[src/rtl/slot_arb_pkg.sv]
// Shared constants for the scanline slot arbiter: grant bit positions and field widths.
package slot_arb_pkg;
    localparam int SRC_N       = 8;
    localparam int SRC_CPU     = 0;
    localparam int SRC_BLIT    = 1;
    localparam int SRC_DLIST   = 2;
    localparam int SRC_REFRESH = 3;
    localparam int SRC_DISK    = 4;
    localparam int SRC_AUDIO   = 5;
    localparam int SRC_SPRITE  = 6;
    localparam int SRC_BPL     = 7;
    localparam int FIX_N       = 4;
    localparam int PL_W        = 3;
endpackage

[src/rtl/slot_timer.sv]
// Line timer: counts CPU clocks within a line and derives the slot number.
// Assumes LINE_CLKS is odd-length tail friendly, i.e. 2*GRANT_SLOTS < LINE_CLKS.
module slot_timer #(
    parameter int LINE_CLKS   = 455,
    parameter int GRANT_SLOTS = 226,
    parameter int SLOT_W      = 8
) (
    input  logic              clk,
    input  logic              rst_n,
    output logic [SLOT_W-1:0] slot_idx,
    output logic              slot_live,
    output logic              line_start
);
    localparam int CYC_W = $clog2(LINE_CLKS);
    localparam logic [CYC_W-1:0] LAST = CYC_W'(LINE_CLKS - 1);
    localparam logic [CYC_W-1:0] LIVE_END = CYC_W'(2 * GRANT_SLOTS);

    logic [CYC_W-1:0] cyc;

    // Clock position within the line, wrapping at the line length.
    always_ff @(posedge clk) begin
        if (!rst_n)          cyc <= '0;
        else if (cyc == LAST) cyc <= '0;
        else                 cyc <= cyc + 1'b1;
    end

    // Slot number, grantable flag and line marker from the clock position.
    always_comb begin
        slot_idx   = SLOT_W'(cyc >> 1);
        slot_live  = (cyc < LIVE_END);
        line_start = (cyc == '0);
    end

    AST_SLOT_HOLD: assert property (@(posedge clk) disable iff (!rst_n)
        (!cyc[0] && cyc != LAST) |=> $stable(slot_idx));
    AST_SLOT_STEP: assert property (@(posedge clk) disable iff (!rst_n)
        cyc[0] |=> (slot_idx == $past(slot_idx) + 1'b1));
    AST_LINE_WRAP: assert property (@(posedge clk) disable iff (!rst_n)
        (cyc == LAST) |=> (line_start && slot_idx == '0));
endmodule

[src/rtl/slot_region.sv]
// Decodes whether a slot falls on one fixed channel's positions: COUNT slots
// starting at FIRST, spaced STEP apart. Gives the ordinal of the hit.
module slot_region #(
    parameter int FIRST  = 1,
    parameter int COUNT  = 4,
    parameter int STEP   = 2,
    parameter int SLOT_W = 8,
    parameter int CHAN_W = 4
) (
    input  logic [SLOT_W-1:0] slot,
    output logic              hit,
    output logic [CHAN_W-1:0] ord
);
    localparam int SPAN = COUNT * STEP;

    logic [SLOT_W-1:0] off;

    // Position test against the parameterised run of slots.
    always_comb begin
        off = slot - SLOT_W'(FIRST);
        hit = (slot >= SLOT_W'(FIRST)) && (off < SLOT_W'(SPAN))
              && ((off % SLOT_W'(STEP)) == '0);
        ord = CHAN_W'(off / SLOT_W'(STEP));
    end
endmodule

[src/rtl/plane_fetch.sv]
// Bitplane slot decoder: inside the fetch window, maps each slot to a plane
// using 4-slot groups (high resolution) or 8-slot interleaved groups (low).
// Assumes win_start <= win_stop.
module plane_fetch
    import slot_arb_pkg::*;
#(
    parameter int SLOT_W = 8
) (
    input  logic              slot_live,
    input  logic [SLOT_W-1:0] slot,
    input  logic              bpl_en,
    input  logic              hires,
    input  logic [PL_W-1:0]   planes,
    input  logic [SLOT_W-1:0] win_start,
    input  logic [SLOT_W-1:0] win_stop,
    output logic              fetch,
    output logic [PL_W-1:0]   plane
);
    logic [2:0] pos;
    logic       in_win;

    // Group position, plane mapping per resolution, and the fetch decision.
    always_comb begin
        pos    = slot[2:0] - win_start[2:0];
        in_win = bpl_en && slot_live && (slot >= win_start) && (slot < win_stop);
        if (hires)       plane = {1'b0, pos[1:0]};
        else if (pos[0]) plane = {1'b0, pos[2:1]};
        else             plane = {1'b1, pos[2:1]};
        fetch = in_win && (plane < planes);
    end
endmodule

[src/rtl/scan_slot_arbiter.sv]
// Scanline slot arbiter: grants one bus slot per two CPU clocks by position in
// the line. Bitplane window first, then fixed channels, then display-list,
// blitter, CPU. Assumes fixed channel positions do not overlap each other.
module scan_slot_arbiter
    import slot_arb_pkg::*;
#(
    parameter int LINE_CLKS     = 455,
    parameter int GRANT_SLOTS   = 226,
    parameter int SLOT_W        = 8,
    parameter int CHAN_W        = 4,
    parameter int REFRESH_FIRST = 1,
    parameter int REFRESH_NUM   = 4,
    parameter int REFRESH_STEP  = 2,
    parameter int DISK_FIRST    = 9,
    parameter int DISK_NUM      = 3,
    parameter int DISK_STEP     = 1,
    parameter int AUDIO_FIRST   = 13,
    parameter int AUDIO_NUM     = 4,
    parameter int AUDIO_STEP    = 2,
    parameter int SPRITE_FIRST  = 21,
    parameter int SPRITE_NUM    = 16,
    parameter int SPRITE_STEP   = 2
) (
    input  logic              clk,
    input  logic              rst_n,
    input  logic              req_refresh,
    input  logic              req_disk,
    input  logic              req_audio,
    input  logic              req_sprite,
    input  logic              req_dlist,
    input  logic              req_blit,
    input  logic              req_cpu,
    input  logic              bpl_en,
    input  logic              hires,
    input  logic [PL_W-1:0]   planes,
    input  logic [SLOT_W-1:0] win_start,
    input  logic [SLOT_W-1:0] win_stop,
    output logic [SRC_N-1:0]  grant,
    output logic [CHAN_W-1:0] chan_idx,
    output logic [PL_W-1:0]   plane_idx,
    output logic [SLOT_W-1:0] slot_idx,
    output logic              slot_live,
    output logic              line_start
);
    localparam int FIX_FIRST [FIX_N] = '{REFRESH_FIRST, DISK_FIRST, AUDIO_FIRST, SPRITE_FIRST};
    localparam int FIX_NUM   [FIX_N] = '{REFRESH_NUM, DISK_NUM, AUDIO_NUM, SPRITE_NUM};
    localparam int FIX_STEP  [FIX_N] = '{REFRESH_STEP, DISK_STEP, AUDIO_STEP, SPRITE_STEP};

    logic [FIX_N-1:0]  fix_hit;
    logic [FIX_N-1:0]  fix_req;
    logic [CHAN_W-1:0] fix_ord [FIX_N];
    logic              fetch;
    logic [PL_W-1:0]   fetch_plane;
    logic              owned;

    slot_timer #(.LINE_CLKS(LINE_CLKS), .GRANT_SLOTS(GRANT_SLOTS), .SLOT_W(SLOT_W)) u_timer (
        .clk(clk), .rst_n(rst_n), .slot_idx(slot_idx),
        .slot_live(slot_live), .line_start(line_start)
    );

    plane_fetch #(.SLOT_W(SLOT_W)) u_fetch (
        .slot_live(slot_live), .slot(slot_idx), .bpl_en(bpl_en), .hires(hires),
        .planes(planes), .win_start(win_start), .win_stop(win_stop),
        .fetch(fetch), .plane(fetch_plane)
    );

    // One position decoder per fixed channel.
    for (genvar k = 0; k < FIX_N; k++) begin : g_fix
        slot_region #(.FIRST(FIX_FIRST[k]), .COUNT(FIX_NUM[k]), .STEP(FIX_STEP[k]),
                      .SLOT_W(SLOT_W), .CHAN_W(CHAN_W)) u_region (
            .slot(slot_idx), .hit(fix_hit[k]), .ord(fix_ord[k])
        );
    end

    assign fix_req = {req_sprite, req_audio, req_disk, req_refresh};

    // Priority resolution for the current slot.
    always_comb begin
        grant     = '0;
        chan_idx  = '0;
        plane_idx = '0;
        owned     = 1'b0;
        if (!slot_live) begin
            grant[SRC_CPU] = req_cpu;
        end else if (fetch) begin
            grant[SRC_BPL] = 1'b1;
            plane_idx      = fetch_plane;
        end else begin
            for (int k = 0; k < FIX_N; k++) begin
                if (fix_hit[k] && fix_req[k]) begin
                    grant[SRC_REFRESH + k] = 1'b1;
                    chan_idx = fix_ord[k];
                    owned    = 1'b1;
                end
            end
            if (!owned) begin
                if (req_dlist)     grant[SRC_DLIST] = 1'b1;
                else if (req_blit) grant[SRC_BLIT]  = 1'b1;
                else               grant[SRC_CPU]   = req_cpu;
            end
        end
    end

    AST_GRANT_ONEHOT: assert property (@(posedge clk) disable iff (!rst_n)
        $onehot0(grant));
    AST_TAIL_CPU_ONLY: assert property (@(posedge clk) disable iff (!rst_n)
        !slot_live |-> (grant[SRC_N-1:1] == '0));
    AST_BPL_IN_WINDOW: assert property (@(posedge clk) disable iff (!rst_n)
        grant[SRC_BPL] |-> (bpl_en && slot_idx >= win_start && slot_idx < win_stop));
    AST_CPU_LAST: assert property (@(posedge clk) disable iff (!rst_n)
        (slot_live && grant[SRC_CPU]) |-> (req_cpu && !req_dlist && !req_blit));
    AST_REFRESH_ODD: assert property (@(posedge clk) disable iff (!rst_n)
        grant[SRC_REFRESH] |-> (slot_idx[0] && req_refresh));
endmodule

[config.mk]
export PLATFORM = sky130hd
export DESIGN_NAME = scan_slot_arbiter
export DESIGN_NICKNAME = d
export VERILOG_FILES = /design/src/rtl/slot_arb_pkg.sv /design/src/rtl/slot_timer.sv /design/src/rtl/slot_region.sv /design/src/rtl/plane_fetch.sv /design/src/rtl/scan_slot_arbiter.sv
export SDC_FILE = /design/constraint.sdc
export NUM_CORES = 1
export LEC_CHECK = 0
export CORE_MARGIN = 4
export CORE_UTILIZATION = 52
export DETAILED_ROUTE_END_ITERATION = 10
export DONT_BUFFER_PORTS = 1
export PLACE_DENSITY = 0.67
export SLEW_MARGIN = 30
export SYNTH_ARGS = -nofsm -noshare
export SYNTH_HDL_FRONTEND = slang
export SYNTH_SLANG_ARGS = --single-unit
export TNS_END_PERCENT = 50
[constraint.sdc]
create_clock -name clk -period 4.3 [get_ports clk]
set_input_delay 0.86 -clock clk [delete_from_list [all_inputs] [get_ports clk]]
set_output_delay 0.86 -clock clk [all_outputs]
set_load 0.01 [all_outputs]
==> Flow_metrics.wiki, run 1 <==
{| class="wikitable"
! Metric !! Value
|-
| Setup repair after global routing missed its margin || true
|-
| Maximum resistive drop on vdd || 133 uV
|-
| Normalized max-slew margin || 52.4%
|-
| Final GP Congestion || approximately 0.86
|-
| Number of top-level pins || 55
|-
| Residual overflow from global routing || 0
|-
| Die Ht || around 63 um
|-
| CTS tree || yes
|-
| Largest register FFs || 9
|-
| Final worst-path cycle share || 96.1%
|-
| Register area || 180 um^2
|-
| Delay of the slowest cell on the worst path || roughly 0.4 ns
|-
| Syn Std Cell Area || 1550 um^2
|-
| Clock root buffer || sky130_fd_sc_hd__clkbuf_4
|-
| Count of max-cap constraint violations || 0
|-
| Average size of a mapped cell || 7.61 um^2
|-
| Detailed Routing Iterations Pass 1 || 4
|-
| Die area || slightly below 4000 um^2
|-
| Buffer depth of the longest clock path || 2
|-
| Worst Max-Slew Pin Slew || 0.713 ns
|-
| Clk pwr share || between 20% and 30%
|-
| Fraction of synthesized area in multiplexers || 0%
|-
| Area of the multi-input gates || between 1000 and 1500 um^2
|-
| Final number of hold-violating endpoints || 0
|-
| FF-to-FF path depth || 3
|-
| Critical register-to-register path endpoint || u_timer.cyc[3]
|-
| Net count of the mapped netlist || roughly 260
|-
| Diodes inserted || 0
|-
| Status || complete, no violations
|-
| Launch point of the worst hold path || u_timer.cyc[0]
|-
| Final clock skew || roughly 0.00089 ns
|-
| Fraction of power consumed by combinational cells || between 30 and 40%
|-
| End point of the most critical hold path || u_timer.cyc[0]
|-
| Critical path's slowest cell || sky130_fd_sc_hd__fa_1
|-
| Port Buffer Count || 0
|-
| Compound-Gate Fraction of Synth Area || 18.5%
|-
| Sum of buffers and inverters on the critical path || 3
|-
| Post-layout total power || approximately 240 uW
|-
| Synthesized instance count || ~200
|-
| Proportion of synthesized chip area in sequential cells || 11.6%
|-
| Post-synthesis share of cell area spent on and, or, nand and nor gates || between 20% and 30%
|-
| Starting Density || 55.3%
|-
| First-pass GRT wire length || a little over 6000 um
|-
| Finished Core Util || between 50% and 60%
|-
| Arrival time at the worst endpoint || between 3 and 4 ns
|-
| ANT nets after route || 0
|-
| Setup TNS Final || 0 ns
|-
| Core outline area || 2810 um^2
|-
| Iter 0 DRT Violations || 30
|-
| Register bank with the most flops || u_timer.cyc
|-
| R2R Setup Slk || between 2 and 2.5 ns
|-
| Power dissipated by switching net loads || just over 80 uW
|-
| Number of rows in the core area || 19
|-
| Drt via density || 6.02
|-
| Instance count on the critical path || 13
|-
| Final setup vio count || 0
|-
| Number of synthesized register bits || 9
|-
| Maximum level of the CTS H-tree || 1
|-
| Clock Pin Slew Worst Setup and Hold Paths || approximately 0.06 ns
|-
| Adder-Cell Fraction of Synth Area || between 10% and 20%
|-
| Proportion of layout cells with a drive suffix above 1 || approximately 13%
|-
| Switching share of power || roughly 34%
|-
| Relative contribution of sequential cells to total power || around 36%
|-
| Vias in the first global route || 1,349
|-
| Area growth, synth to finish || 0.565%
|-
| Total track usage || between 10% and 20%
|-
| Worst-path fanout max || 3
|-
| DRC violations left || 0
|-
| Detailed placer's ending HPWL || ~3000 um
|-
| Crit path launch type || primary input
|-
| Min cycle time layout || ~4.1 ns
|-
| Top FF cell, synth || sky130_fd_sc_hd__dfxtp_1
|-
| Number of buffers inserted during clock tree synthesis || 3
|-
| Cell Pwr Density || between 150 and 200 nW/um^2
|-
| Total number of yosys warnings || 0
|-
| Largest net degree at the start of global routing || 18
|-
| Endpoint kind of the worst setup timing path || output pin
|-
| Internal || roughly 160 uW
|-
| Combinational family with the most area after synthesis || simple AND/OR/NAND/NOR gates
|-
| Initial antenna violation count || 0
|-
| Source-to-sink clock delay at the later pin of the worst-skew pair || between 0.2 and 0.3 ns
|-
| Fin. max-slew vios || 0
|-
| Routed WL per cell || around 16 um
|-
| Cells along the critical path || ha_1, inv_1, fa_1, xnor2_1, o21ai_0, ha_1, o21ai_0, a41oi_1, a211o_1, nor4_2, buf_4, o41ai_1, buf_4
|-
| Async set-or-reset flop fraction in the synthesized netlist || 0%
|-
| Standby leakage power || between 0.7 and 0.8 nW
|-
| R2r startpoint || u_timer.cyc[5]
|-
| Number of vias after detailed routing || approximately 1,400
|-
| Highest achievable clock rate || ~0.24 GHz
|-
| Total number of clock tree sinks || 9
|-
| Worst hold path cell count || 1
|-
| Class of the most critical hold timing path || flip-flop to flip-flop
|-
| X dimension of the die || around 63 um
|-
| Post-synth EDFFs || 0
|-
| Filler instances || ~270
|-
| Cell family with the largest share of critical-path delay || compound AO/OA/AOI/OAI gates
|-
| Number of buffers inserted by hold repair at cts || 0
|-
| Total Nets Final || around 250
|-
| Post-detailed-routing wire length || 3630 um
|-
| Final hold slack || 0.462 ns
|-
| Number of different library cells in the post-synthesis netlist || 51
|-
| Parity-gate share of the synthesized area counting xor and xnor cells || 6.77%
|-
| Data required, critical path || approximately 3.4 ns
|-
| Class of the most critical setup path || primary input to output pin
|-
| Biggest regs || u_timer.cyc: 9 flops
|}
==> logic make-up (layout without fill, tap and decap cells) <==
logic type,count (synthesis),after routing
adders and majority gates,24,24
DFF,9,9
AOI/OAI and AO/OA,33,33
buffers and inverters,43,38
xor gates and xnor gates,12,12
and+or+nand+nor,83,83
==> cells in the mapped netlist (2+ instances only) <==
cell type | n | area [um^2]
sky130_fd_sc_hd__nor4b_1 | 2 | 17.5
sky130_fd_sc_hd__nor4_1 | 6 | 37.5
sky130_fd_sc_hd__ha_1 | 23 | 288
sky130_fd_sc_hd__nor2b_1 | 5 | 31.3
sky130_fd_sc_hd__a21oi_1 | 4 | 20.0
sky130_fd_sc_hd__buf_4 | 9 | 67.6
sky130_fd_sc_hd__buf_2 | 6 | 30.0
sky130_fd_sc_hd__nor3_2 | 2 | 20.0
sky130_fd_sc_hd__nand3_1 | 7 | 35.0
sky130_fd_sc_hd__o21ai_0 | 4 | 20.0
sky130_fd_sc_hd__and3_1 | 2 | 12.5
sky130_fd_sc_hd__inv_1 | 27 | 101
sky130_fd_sc_hd__a31oi_1 | 2 | 12.5
sky130_fd_sc_hd__xnor2_1 | 9 | 78.8
sky130_fd_sc_hd__or4b_4 | 2 | 27.5
sky130_fd_sc_hd__dfxtp_1 | 9 | 180
sky130_fd_sc_hd__nand2_1 | 12 | 45.0
sky130_fd_sc_hd__and2_1 | 3 | 18.8
sky130_fd_sc_hd__o32ai_1 | 2 | 17.5
sky130_fd_sc_hd__nor3_1 | 5 | 25.0
sky130_fd_sc_hd__o21ai_1 | 3 | 15.0
sky130_fd_sc_hd__nand2b_1 | 6 | 37.5
sky130_fd_sc_hd__a211o_1 | 2 | 17.5
sky130_fd_sc_hd__xor2_1 | 3 | 26.3
sky130_fd_sc_hd__or3_1 | 2 | 12.5
sky130_fd_sc_hd__nor2_1 | 22 | 82.6
==> routing by layer <==
layer	GRT usage, %	vias to the layer above	part of all wire (%)
met5	0	-	0
met4	4.13	0	0.28
met3	4.50	2	7.2
met2	34.5	43	50
met1	21.3	649	42
li1	-	691	-
==> layout by cell type, fill, tap and decap left out, types with 2 or more instances in the layout <==
| master | netlist | layout |
|---|---|---|
| sky130_fd_sc_hd__o32ai_1 | 2 | 2 |
| sky130_fd_sc_hd__and3_1 | 2 | 2 |
| sky130_fd_sc_hd__xor2_1 | 3 | 3 |
| sky130_fd_sc_hd__nor4_1 | 6 | 6 |
| sky130_fd_sc_hd__nand2b_1 | 6 | 6 |
| sky130_fd_sc_hd__nand2_1 | 12 | 12 |
| sky130_fd_sc_hd__a211o_1 | 2 | 2 |
| sky130_fd_sc_hd__a31oi_1 | 2 | 2 |
| sky130_fd_sc_hd__nand3_1 | 7 | 7 |
| sky130_fd_sc_hd__or3_1 | 2 | 2 |
| sky130_fd_sc_hd__and2_1 | 3 | 3 |
| sky130_fd_sc_hd__buf_4 | 9 | 7 |
| sky130_fd_sc_hd__ha_1 | 23 | 23 |
| sky130_fd_sc_hd__nor3_1 | 5 | 5 |
| sky130_fd_sc_hd__nor3_2 | 2 | 2 |
| sky130_fd_sc_hd__or4b_4 | 2 | 2 |
| sky130_fd_sc_hd__o21ai_0 | 4 | 4 |
| sky130_fd_sc_hd__o21ai_1 | 3 | 3 |
| sky130_fd_sc_hd__nor4b_1 | 2 | 2 |
| sky130_fd_sc_hd__a21oi_1 | 4 | 4 |
| sky130_fd_sc_hd__nor2_1 | 22 | 22 |
| sky130_fd_sc_hd__xnor2_1 | 9 | 9 |
| sky130_fd_sc_hd__nor2b_1 | 5 | 5 |
| sky130_fd_sc_hd__clkbuf_4 | 0 | 3 |
| sky130_fd_sc_hd__dfxtp_1 | 9 | 9 |
| sky130_fd_sc_hd__inv_1 | 27 | 27 |
==> area by class of cell <==
cell class	instances	area share, %
tap	31	2.49
inverter	27	6.50
multi-input combinational	152	74.4
timing repair buffer	7	3.37
sequential	9	11.5
clock buffer	4	1.68
==> worst max path at each step <==
stage / start / to / slack, ns
floorplan: win_start[0] / plane_idx[0] / 0.24
global placement: win_start[0] / grant[0] / 0.28
detailed placement: win_start[0] / plane_idx[0] / 0.16
CTS: win_start[0] / plane_idx[0] / 0.16
global route: win_start[0] / plane_idx[0] / -0.02
finish: win_start[0] / grant[0] / 0.17
==> stage by stage <==
| stage | setup WS (ns) | instances | cell area [um^2] |
|---|---|---|---|
| after global placement | 0.282 | 226 | 1530 |
| after detailed placement | 0.164 | 226 | 1530 |
| final | 0.169 | 230 | 1560 |
| after global routing | -0.0237 | 230 | 1560 |
| after floorplan | 0.237 | 204 | 1550 |
| after CTS | 0.160 | 230 | 1560 |
==> what timing repair did <==
item | 4_1_cts | 5_1_grt
endpoints found under the setup margin | 0 | 2
endpoints found under the hold margin | 0 | 0
buffers inserted | 0 | 0
resized for setup | 0 | 1
==> power groups by stage <==
stage	combinational, mW	sequential [mW]	clock [mW]
final	0.0902	0.0874	0.0623
after global routing	0.103	0.0875	0.0722
after CTS	0.0905	0.0874	0.0661
after detailed placement	0.0900	0.0892	0
after global placement	0.0862	0.0892	0
after floorplan	0.0743	0.0906	0
Power figures use the tool's default switching activity.
==> run 2: changes to the inputs <==
--- a/config.mk
+++ b/config.mk
@@ -5,13 +5,12 @@
 export SDC_FILE = /design/constraint.sdc
 export NUM_CORES = 1
 export LEC_CHECK = 0
+export BUFFER_PORTS_ARGS = -buffer_cell sky130_fd_sc_hd__clkbuf_2
 export CORE_MARGIN = 4
-export CORE_UTILIZATION = 52
+export CORE_UTILIZATION = 51
 export DETAILED_ROUTE_END_ITERATION = 10
-export DONT_BUFFER_PORTS = 1
-export PLACE_DENSITY = 0.67
+export PLACE_DENSITY = 0.82
 export SLEW_MARGIN = 30
 export SYNTH_ARGS = -nofsm -noshare
 export SYNTH_HDL_FRONTEND = slang
 export SYNTH_SLANG_ARGS = --single-unit
-export TNS_END_PERCENT = 50
==> constraint.sdc (replaced) <==
create_clock -name clk -period 4.3 [get_ports clk]
set_input_delay 0.645 -clock clk [delete_from_list [all_inputs] [get_ports clk]]
set_output_delay 0.645 -clock clk [all_outputs]
set_load 0.01 [all_outputs]
==> Flow_metrics.wiki, run 2 (synthesized netlist as in run 1, its figures left out) <==
{| class="wikitable"
! Metric !! Value
|-
| Filler instances || 282 (was 269)
|-
| Final clock skew || 0.0129 ns (was 0.000886 ns)
|-
| Launch point of the worst hold path || u_timer.cyc[0] (unchanged)
|-
| Port Buffer Count || 54 (was 0)
|-
| Detailed Routing Iterations Pass 1 || 4 (unchanged)
|-
| Maximum resistive drop on vdd || 250 uV (was 133 uV)
|-
| Total number of clock tree sinks || 9 (unchanged)
|-
| Total track usage || 18.8% (was 18.6%)
|-
| Clock root buffer || sky130_fd_sc_hd__clkbuf_4 (unchanged)
|-
| Final setup vio count || 0 (unchanged)
|-
| Starting Density || 54.8% (was 55.3%)
|-
| Register bank with the most flops || u_timer.cyc (unchanged)
|-
| Status || complete, no violations (unchanged)
|-
| Setup TNS Final || 0 ns (unchanged)
|-
| Initial antenna violation count || 0 (unchanged)
|-
| Placed standard-cell area || 1770 um^2 (was 1530 um^2)
|-
| Number of rows in the core area || 19 (unchanged)
|-
| Finished Core Util || 63.4% (was 55.6%)
|-
| Worst Max-Slew Pin Slew || 0.628 ns (was 0.713 ns)
|-
| Count of max-cap constraint violations || 0 (unchanged)
|-
| Drt via density || 5.57 (was 6.02)
|-
| Min cycle time layout || 4.02 ns (was 4.13 ns)
|-
| Final GP Congestion || 0.843 (was 0.856)
|-
| Total Nets Final || 303 (was 254)
|-
| Final number of hold-violating endpoints || 0 (unchanged)
|-
| Cell Pwr Density || 143 nW/um^2 (was 154 nW/um^2)
|-
| Iter 0 DRT Violations || 46 (was 30)
|-
| Number of buffers inserted by hold repair at cts || 0 (unchanged)
|-
| DRC violations left || 0 (unchanged)
|-
| Final hold slack || 0.483 ns (was 0.462 ns)
|-
| Proportion of layout cells with a drive suffix above 1 || 30.2% (was 12.6%)
|-
| Arrival time at the worst endpoint || 3.37 ns (was 3.27 ns)
|-
| Number of buffers inserted during clock tree synthesis || 3 (unchanged)
|-
| Fin. max-slew vios || 0 (unchanged)
|-
| Routed WL per cell || 13.3 um (was 15.8 um)
|-
| Maximum level of the CTS H-tree || 1 (unchanged)
|-
| Number of top-level pins || 55 (unchanged)
|-
| Post-CTS resize count || 0 (unchanged)
|-
| Post-detailed-routing wire length || 3710 um (was 3630 um)
|-
| Clock Pin Slew Worst Setup and Hold Paths || 0.06 ns (about the same)
|-
| Largest net degree at the start of global routing || 18 (unchanged)
|-
| X dimension of the die || 63.2 um (was 62.6 um)
|-
| Crit path launch type || flip-flop (was primary input)
|-
| Number of post-CTS setup repair buffers || 0 (unchanged)
|-
| CTS tree || yes (unchanged)
|-
| Final worst-path cycle share || 93.4% (was 96.1%)
|-
| Die Ht || 63.2 um (was 62.6 um)
|-
| Die area || 3990 um^2 (was 3920 um^2)
|-
| Biggest regs || u_timer.cyc: 9 flops (unchanged)
|-
| First-pass GRT wire length || 6240 um (was 6130 um)
|-
| Class of the most critical setup path || flip-flop to output pin (was primary input to output pin)
|-
| Vias in the first global route || 1,405 (was 1,349)
|-
| Critical Path Start || u_timer.cyc[1] (was win_start[0])
|-
| Data required, critical path || 3.65 ns (was 3.44 ns)
|-
| Detailed placer's ending HPWL || 2960 um (about the same)
|-
| Area of all placed cells without fillers || 1790 um^2 (was 1560 um^2)
|-
| Buffer depth of the longest clock path || 2 (unchanged)
|-
| Class of the most critical hold timing path || flip-flop to flip-flop (unchanged)
|-
| Worst-path fanout max || 13 (was 3)
|-
| Largest register FFs || 9 (unchanged)
|-
| Most frequent cells in the layout || 54 x sky130_fd_sc_hd__clkbuf_2, 27 x sky130_fd_sc_hd__inv_1, 23 x sky130_fd_sc_hd__ha_1 (was 27 x sky130_fd_sc_hd__inv_1, 23 x sky130_fd_sc_hd__ha_1, 22 x sky130_fd_sc_hd__nor2_1)
|-
| Residual overflow from global routing || 0 (unchanged)
|-
| Most frequent standard cell in the layout excluding fill and tap cells || sky130_fd_sc_hd__clkbuf_2 (was sky130_fd_sc_hd__inv_1)
|-
| Diodes inserted || 0 (unchanged)
|-
| Normalized max-slew margin || 58.1% (was 52.4%)
|-
| R2r startpoint || u_timer.cyc[5] (unchanged)
|-
| Core outline area || 2830 um^2 (was 2810 um^2)
|-
| Source-to-sink clock delay at the later pin of the worst-skew pair || 0.26 ns (was 0.25 ns)
|-
| ANT nets after route || 0 (unchanged)
|-
| Standby leakage power || 0.938 nW (was 0.731 nW)
|-
| Number of vias after detailed routing || 1,553 (was 1,385)
|-
| Highest achievable clock rate || 0.249 GHz (was 0.242 GHz)
|-
| Endpoint kind of the worst setup timing path || output pin (unchanged)
|-
| Setup repair after global routing missed its margin || false (was true)
|-
| Area growth, synth to finish || 15.6% (was 0.565%)
|}
-- run 2: power breakdown --
| part | total [mW] | leakage, nW | internal [mW] | switching [mW] |
|---|---|---|---|---|
| combinational | 0.102 | 0.850 | 0.0465 | 0.0555 |
| clock | 0.0633 | 0.0150 | 0.0356 | 0.0277 |
| sequential | 0.0913 | 0.0734 | 0.0861 | 0.00520 |
| total | 0.257 | 0.938 | 0.168 | 0.0884 |
-- run 2: layout make-up --
type / count / area [um^2] / share of cell area [%]
Sequential cell: 9 / 181 / 10.1
Clock buffer: 4 / 26.3 / 1.46
Multi-Input combinational cell: 152 / 1160 / 64.7
Inverter: 27 / 101 / 5.65
Tap cell: 31 / 38.8 / 2.16
Timing Repair Buffer: 56 / 285 / 15.9
-- run 2: through the flow --
step,power (mW),setup slack [ns],cells
detailed placement,0.194,0.297,275
finish,0.257,0.284,279
CTS,0.259,0.00307,279
global placement,0.191,0.427,275
global route,0.280,0.0580,279
floorplan,0.165,0.667,204
-- run 2: path summary, 6_finish.rpt --
path | to | cells past startpoint | slack [ns]
max | plane_idx[0] | 13 | 0.28
min reg2reg | u_timer.cyc[0] | 1 | 0.48
min | u_timer.cyc[0] | 1 | 0.48
max reg2reg | u_timer.cyc[7] | 3 | 2.48
-- run 2: worst max-delay path, cell delays in order (launching register included) --
cell	delay (ns)
sky130_fd_sc_hd__dfxtp_2	0.48
sky130_fd_sc_hd__inv_1	0.17
sky130_fd_sc_hd__ha_1	0.21
sky130_fd_sc_hd__inv_1	0.07
sky130_fd_sc_hd__fa_1	0.42
sky130_fd_sc_hd__nand2_1	0.07
sky130_fd_sc_hd__o21ai_0	0.10
sky130_fd_sc_hd__ha_1	0.28
sky130_fd_sc_hd__o21ai_0	0.17
sky130_fd_sc_hd__a41oi_1	0.06
sky130_fd_sc_hd__a211o_1	0.33
sky130_fd_sc_hd__nor4_2	0.37
sky130_fd_sc_hd__a21boi_0	0.23
sky130_fd_sc_hd__clkbuf_2	0.16
-- run 2: per-layer routing --
metal	part of all wire (%)	vias to the layer above	track usage, %
li1	-	787	-
met1	47	712	24.8
met2	47	46	31.9
met3	4.9	8	3.91
met4	1.1	0	2.75
met5	0	-	0
==> run 3: changes to the inputs <==
--- a/config.mk
+++ b/config.mk
@@ -7,9 +7,10 @@
 export LEC_CHECK = 0
 export BUFFER_PORTS_ARGS = -buffer_cell sky130_fd_sc_hd__clkbuf_2
 export CORE_MARGIN = 4
-export CORE_UTILIZATION = 51
+export CORE_UTILIZATION = 52
+export CTS_BUF_LIST = sky130_fd_sc_hd__clkbuf_8
 export DETAILED_ROUTE_END_ITERATION = 10
-export PLACE_DENSITY = 0.82
+export PLACE_DENSITY = 0.83
 export SLEW_MARGIN = 30
 export SYNTH_ARGS = -nofsm -noshare
 export SYNTH_HDL_FRONTEND = slang
==> Flow_metrics.wiki, run 3 (synthesized netlist as in run 1, its figures left out) <==
{| class="wikitable"
! Metric !! Value
|-
| Cell family with the largest share of critical-path delay || compound AO/OA/AOI/OAI gates (was adder cells)
|-
| Class of the most critical hold timing path || flip-flop to flip-flop (unchanged)
|-
| Highest achievable clock rate || 0.248 GHz (was 0.249 GHz)
|-
| Final GP Congestion || 0.817 (was 0.843)
|-
| Worst-path fanout max || 13 (unchanged)
|-
| Normalized max-slew margin || 57.5% (was 58.1%)
|-
| ANT nets after route || 0 (unchanged)
|-
| Clock Pin Slew Worst Setup and Hold Paths || 0.05 ns (was 0.06 ns)
|-
| Final hold slack || 0.464 ns (was 0.483 ns)
|-
| Most frequent cells in the layout || 54 x sky130_fd_sc_hd__clkbuf_2, 27 x sky130_fd_sc_hd__inv_1, 23 x sky130_fd_sc_hd__ha_1 (unchanged)
|-
| Final setup margin || 0.264 ns (was 0.284 ns)
|-
| Pre-CTS WS || 0.315 ns (was 0.297 ns)
|-
| Final clock skew || 0.000410 ns (was 0.0129 ns)
|-
| Residual overflow from global routing || 0 (unchanged)
|-
| Core outline area || 2810 um^2 (was 2830 um^2)
|-
| Placed instance count || 275 (unchanged)
|-
| Die area || 3920 um^2 (was 3990 um^2)
|-
| Number of top-level pins || 55 (unchanged)
|-
| Data required, critical path || 3.65 ns (about the same)
|-
| Maximum level of the CTS H-tree || 1 (unchanged)
|-
| Critical path's slowest cell || sky130_fd_sc_hd__dfxtp_2 (unchanged)
|-
| Worst hold path cell count || 1 (unchanged)
|-
| Proportion of layout cells with a drive suffix above 1 || 30.6% (was 30.2%)
|-
| Worst Max-Slew Pin Slew || 0.637 ns (was 0.628 ns)
|-
| Launch point of the worst hold path || u_timer.cyc[0] (unchanged)
|-
| Sum of buffers and inverters on the critical path || 3 (unchanged)
|-
| Count of max-cap constraint violations || 0 (unchanged)
|-
| Biggest regs || u_timer.cyc: 9 flops (unchanged)
|-
| Iter 0 DRT Violations || 83 (was 46)
|-
| Critical register-to-register path endpoint || u_timer.cyc[2] (was u_timer.cyc[7])
|-
| Cells along the critical path || inv_1, ha_1, inv_1, fa_1, nand2_1, o21ai_0, ha_1, o21ai_0, a41oi_1, a211o_1, o31ai_4, nor4_1, clkbuf_2 (was inv_1, ha_1, inv_1, fa_1, nand2_1, o21ai_0, ha_1, o21ai_0, a41oi_1, a211o_1, nor4_2, a21boi_0, clkbuf_2)
|-
| Source-to-sink clock delay at the later pin of the worst-skew pair || 0.24 ns (was 0.26 ns)
|-
| Number of post-CTS setup repair buffers || 0 (unchanged)
|-
| DRC violations left || 0 (unchanged)
|-
| Vias in the first global route || 1,507 (was 1,405)
|-
| Endpoint kind of the worst setup timing path || output pin (unchanged)
|-
| Number of vias after detailed routing || 1,539 (was 1,553)
|-
| Arrival time at the worst endpoint || 3.39 ns (was 3.37 ns)
|-
| Total track usage || 19.2% (was 18.8%)
|-
| First-pass GRT wire length || 6350 um (was 6240 um)
|-
| CTS tree || yes (unchanged)
|-
| Number of rows in the core area || 19 (unchanged)
|-
| End point of the most critical hold path || u_timer.cyc[0] (unchanged)
|-
| Final number of hold-violating endpoints || 0 (unchanged)
|-
| Number of buffers inserted by hold repair at cts || 0 (unchanged)
|-
| Buffer depth of the longest clock path || 2 (unchanged)
|-
| Port Buffer Count || 54 (unchanged)
|-
| X dimension of the die || 62.6 um (was 63.2 um)
|-
| Final worst-path cycle share || 93.9% (was 93.4%)
|-
| Maximum resistive drop on vdd || 184 uV (was 250 uV)
|-
| Starting Density || 55.3% (was 54.8%)
|-
| Initial antenna violation count || 0 (unchanged)
|-
| Clock root buffer || sky130_fd_sc_hd__clkbuf_8 (was sky130_fd_sc_hd__clkbuf_4)
|-
| Routed WL per cell || 13.6 um (was 13.3 um)
|-
| Final setup vio count || 0 (unchanged)
|-
| FF-to-FF path depth || 3 (unchanged)
|-
| Setup repair after global routing missed its margin || false (unchanged)
|-
| Area growth, synth to finish || 17.5% (was 15.6%)
|-
| Status || complete, no violations (unchanged)
|-
| Crit path launch type || flip-flop (unchanged)
|-
| Most frequent standard cell in the layout excluding fill and tap cells || sky130_fd_sc_hd__clkbuf_2 (unchanged)
|-
| Number of cells in the finished layout apart from fillers || 279 (unchanged)
|-
| Post-detailed-routing wire length || 3800 um (was 3710 um)
|-
| Class of the most critical setup path || flip-flop to output pin (unchanged)
|-
| Drt via density || 5.52 (was 5.57)
|-
| Largest net degree at the start of global routing || 18 (unchanged)
|-
| Fin. max-slew vios || 0 (unchanged)
|-
| Standby leakage power || 0.949 nW (was 0.938 nW)
|-
| Post-CTS resize count || 0 (unchanged)
|-
| R2r startpoint || u_timer.cyc[5] (unchanged)
|-
| R2R Setup Slk || 2.47 ns (was 2.48 ns)
|-
| Setup TNS Final || 0 ns (unchanged)
|-
| Total Nets Final || 303 (unchanged)
|-
| Min cycle time layout || 4.04 ns (was 4.02 ns)
|-
| Delay of the slowest cell on the worst path || 0.47 ns (was 0.48 ns)
|-
| Detailed Routing Iterations Pass 1 || 4 (unchanged)
|-
| Detailed placer's ending HPWL || 2980 um (was 2960 um)
|-
| Die Ht || 62.6 um (was 63.2 um)
|-
| Cell Pwr Density || 162 nW/um^2 (was 143 nW/um^2)
|-
| Register bank with the most flops || u_timer.cyc (unchanged)
|-
| Largest register FFs || 9 (unchanged)
|-
| Diodes inserted || 0 (unchanged)
|-
| Number of buffers inserted during clock tree synthesis || 3 (unchanged)
|-
| Total number of clock tree sinks || 9 (unchanged)
|}
[run 3: cell count changes in the layout (fill, tap and decap cells not counted), sizes merged]
| cell | previous run | this run |
|---|---|---|
| clkbuf | 58 | 57 |
| clkinv | 0 | 1 |
[run 3: worst max-delay path by stage]
stage / startpoint / to / slack [ns] / cells after the start
5_1_grt: u_timer.cyc[1] / grant[3] / 0.03 / 13
3_3_place_gp: u_timer.cyc[1] / plane_idx[0] / 0.47 / 13
3_5_place_dp: u_timer.cyc[1] / plane_idx[0] / 0.32 / 13
2_1_floorplan: win_start[0] / plane_idx[0] / 0.67 / 11
4_1_cts: u_timer.cyc[1] / plane_idx[0] / 0.06 / 13
6_report: u_timer.cyc[1] / grant[1] / 0.26 / 13
[run 3: cell type report]
class                   instances  area [um^2]
multi-input cells             152         1170
fillers                       239          982
repair buffers                 56          285
flip-flops and latches          9          181
inverters                      27          101
clock buffers                   3         41.3
well taps                      31         38.8
clock inverters                 1         5.00
[run 3: per-layer routing]
metal  wire [um]  track usage [%]  vias up
li1            -                -      791
met1        1700             22.9      696
met2        1820             34.2       46
met3         232             4.32        6
met4          44             5.23        0
met5           0                0        -
[run 3: per-stage QoR]
step	power [mW]	utilization [%]	area [um^2]
2_1_floorplan	0.165	-	1550
3_3_place_gp	0.191	63.0	1770
3_5_place_dp	0.194	63.0	1770
4_1_cts	0.296	64.6	1810
5_1_grt	0.313	65.0	1820
6_report	0.295	65.0	1820
[run 3: worst register-to-register path: stages, from the launching register on]
cell and delay, ns:
sky130_fd_sc_hd__dfxtp_1 0.51, sky130_fd_sc_hd__or3_1 0.48, sky130_fd_sc_hd__o31ai_2 0.59, sky130_fd_sc_hd__nor2_1 0.12
[run 3: where the power goes]
part / internal (mW) / switching, mW
clock network: 0.0634 / 0.0363
registers: 0.0864 / 0.00525
logic: 0.0467 / 0.0569
total: 0.196 / 0.0984
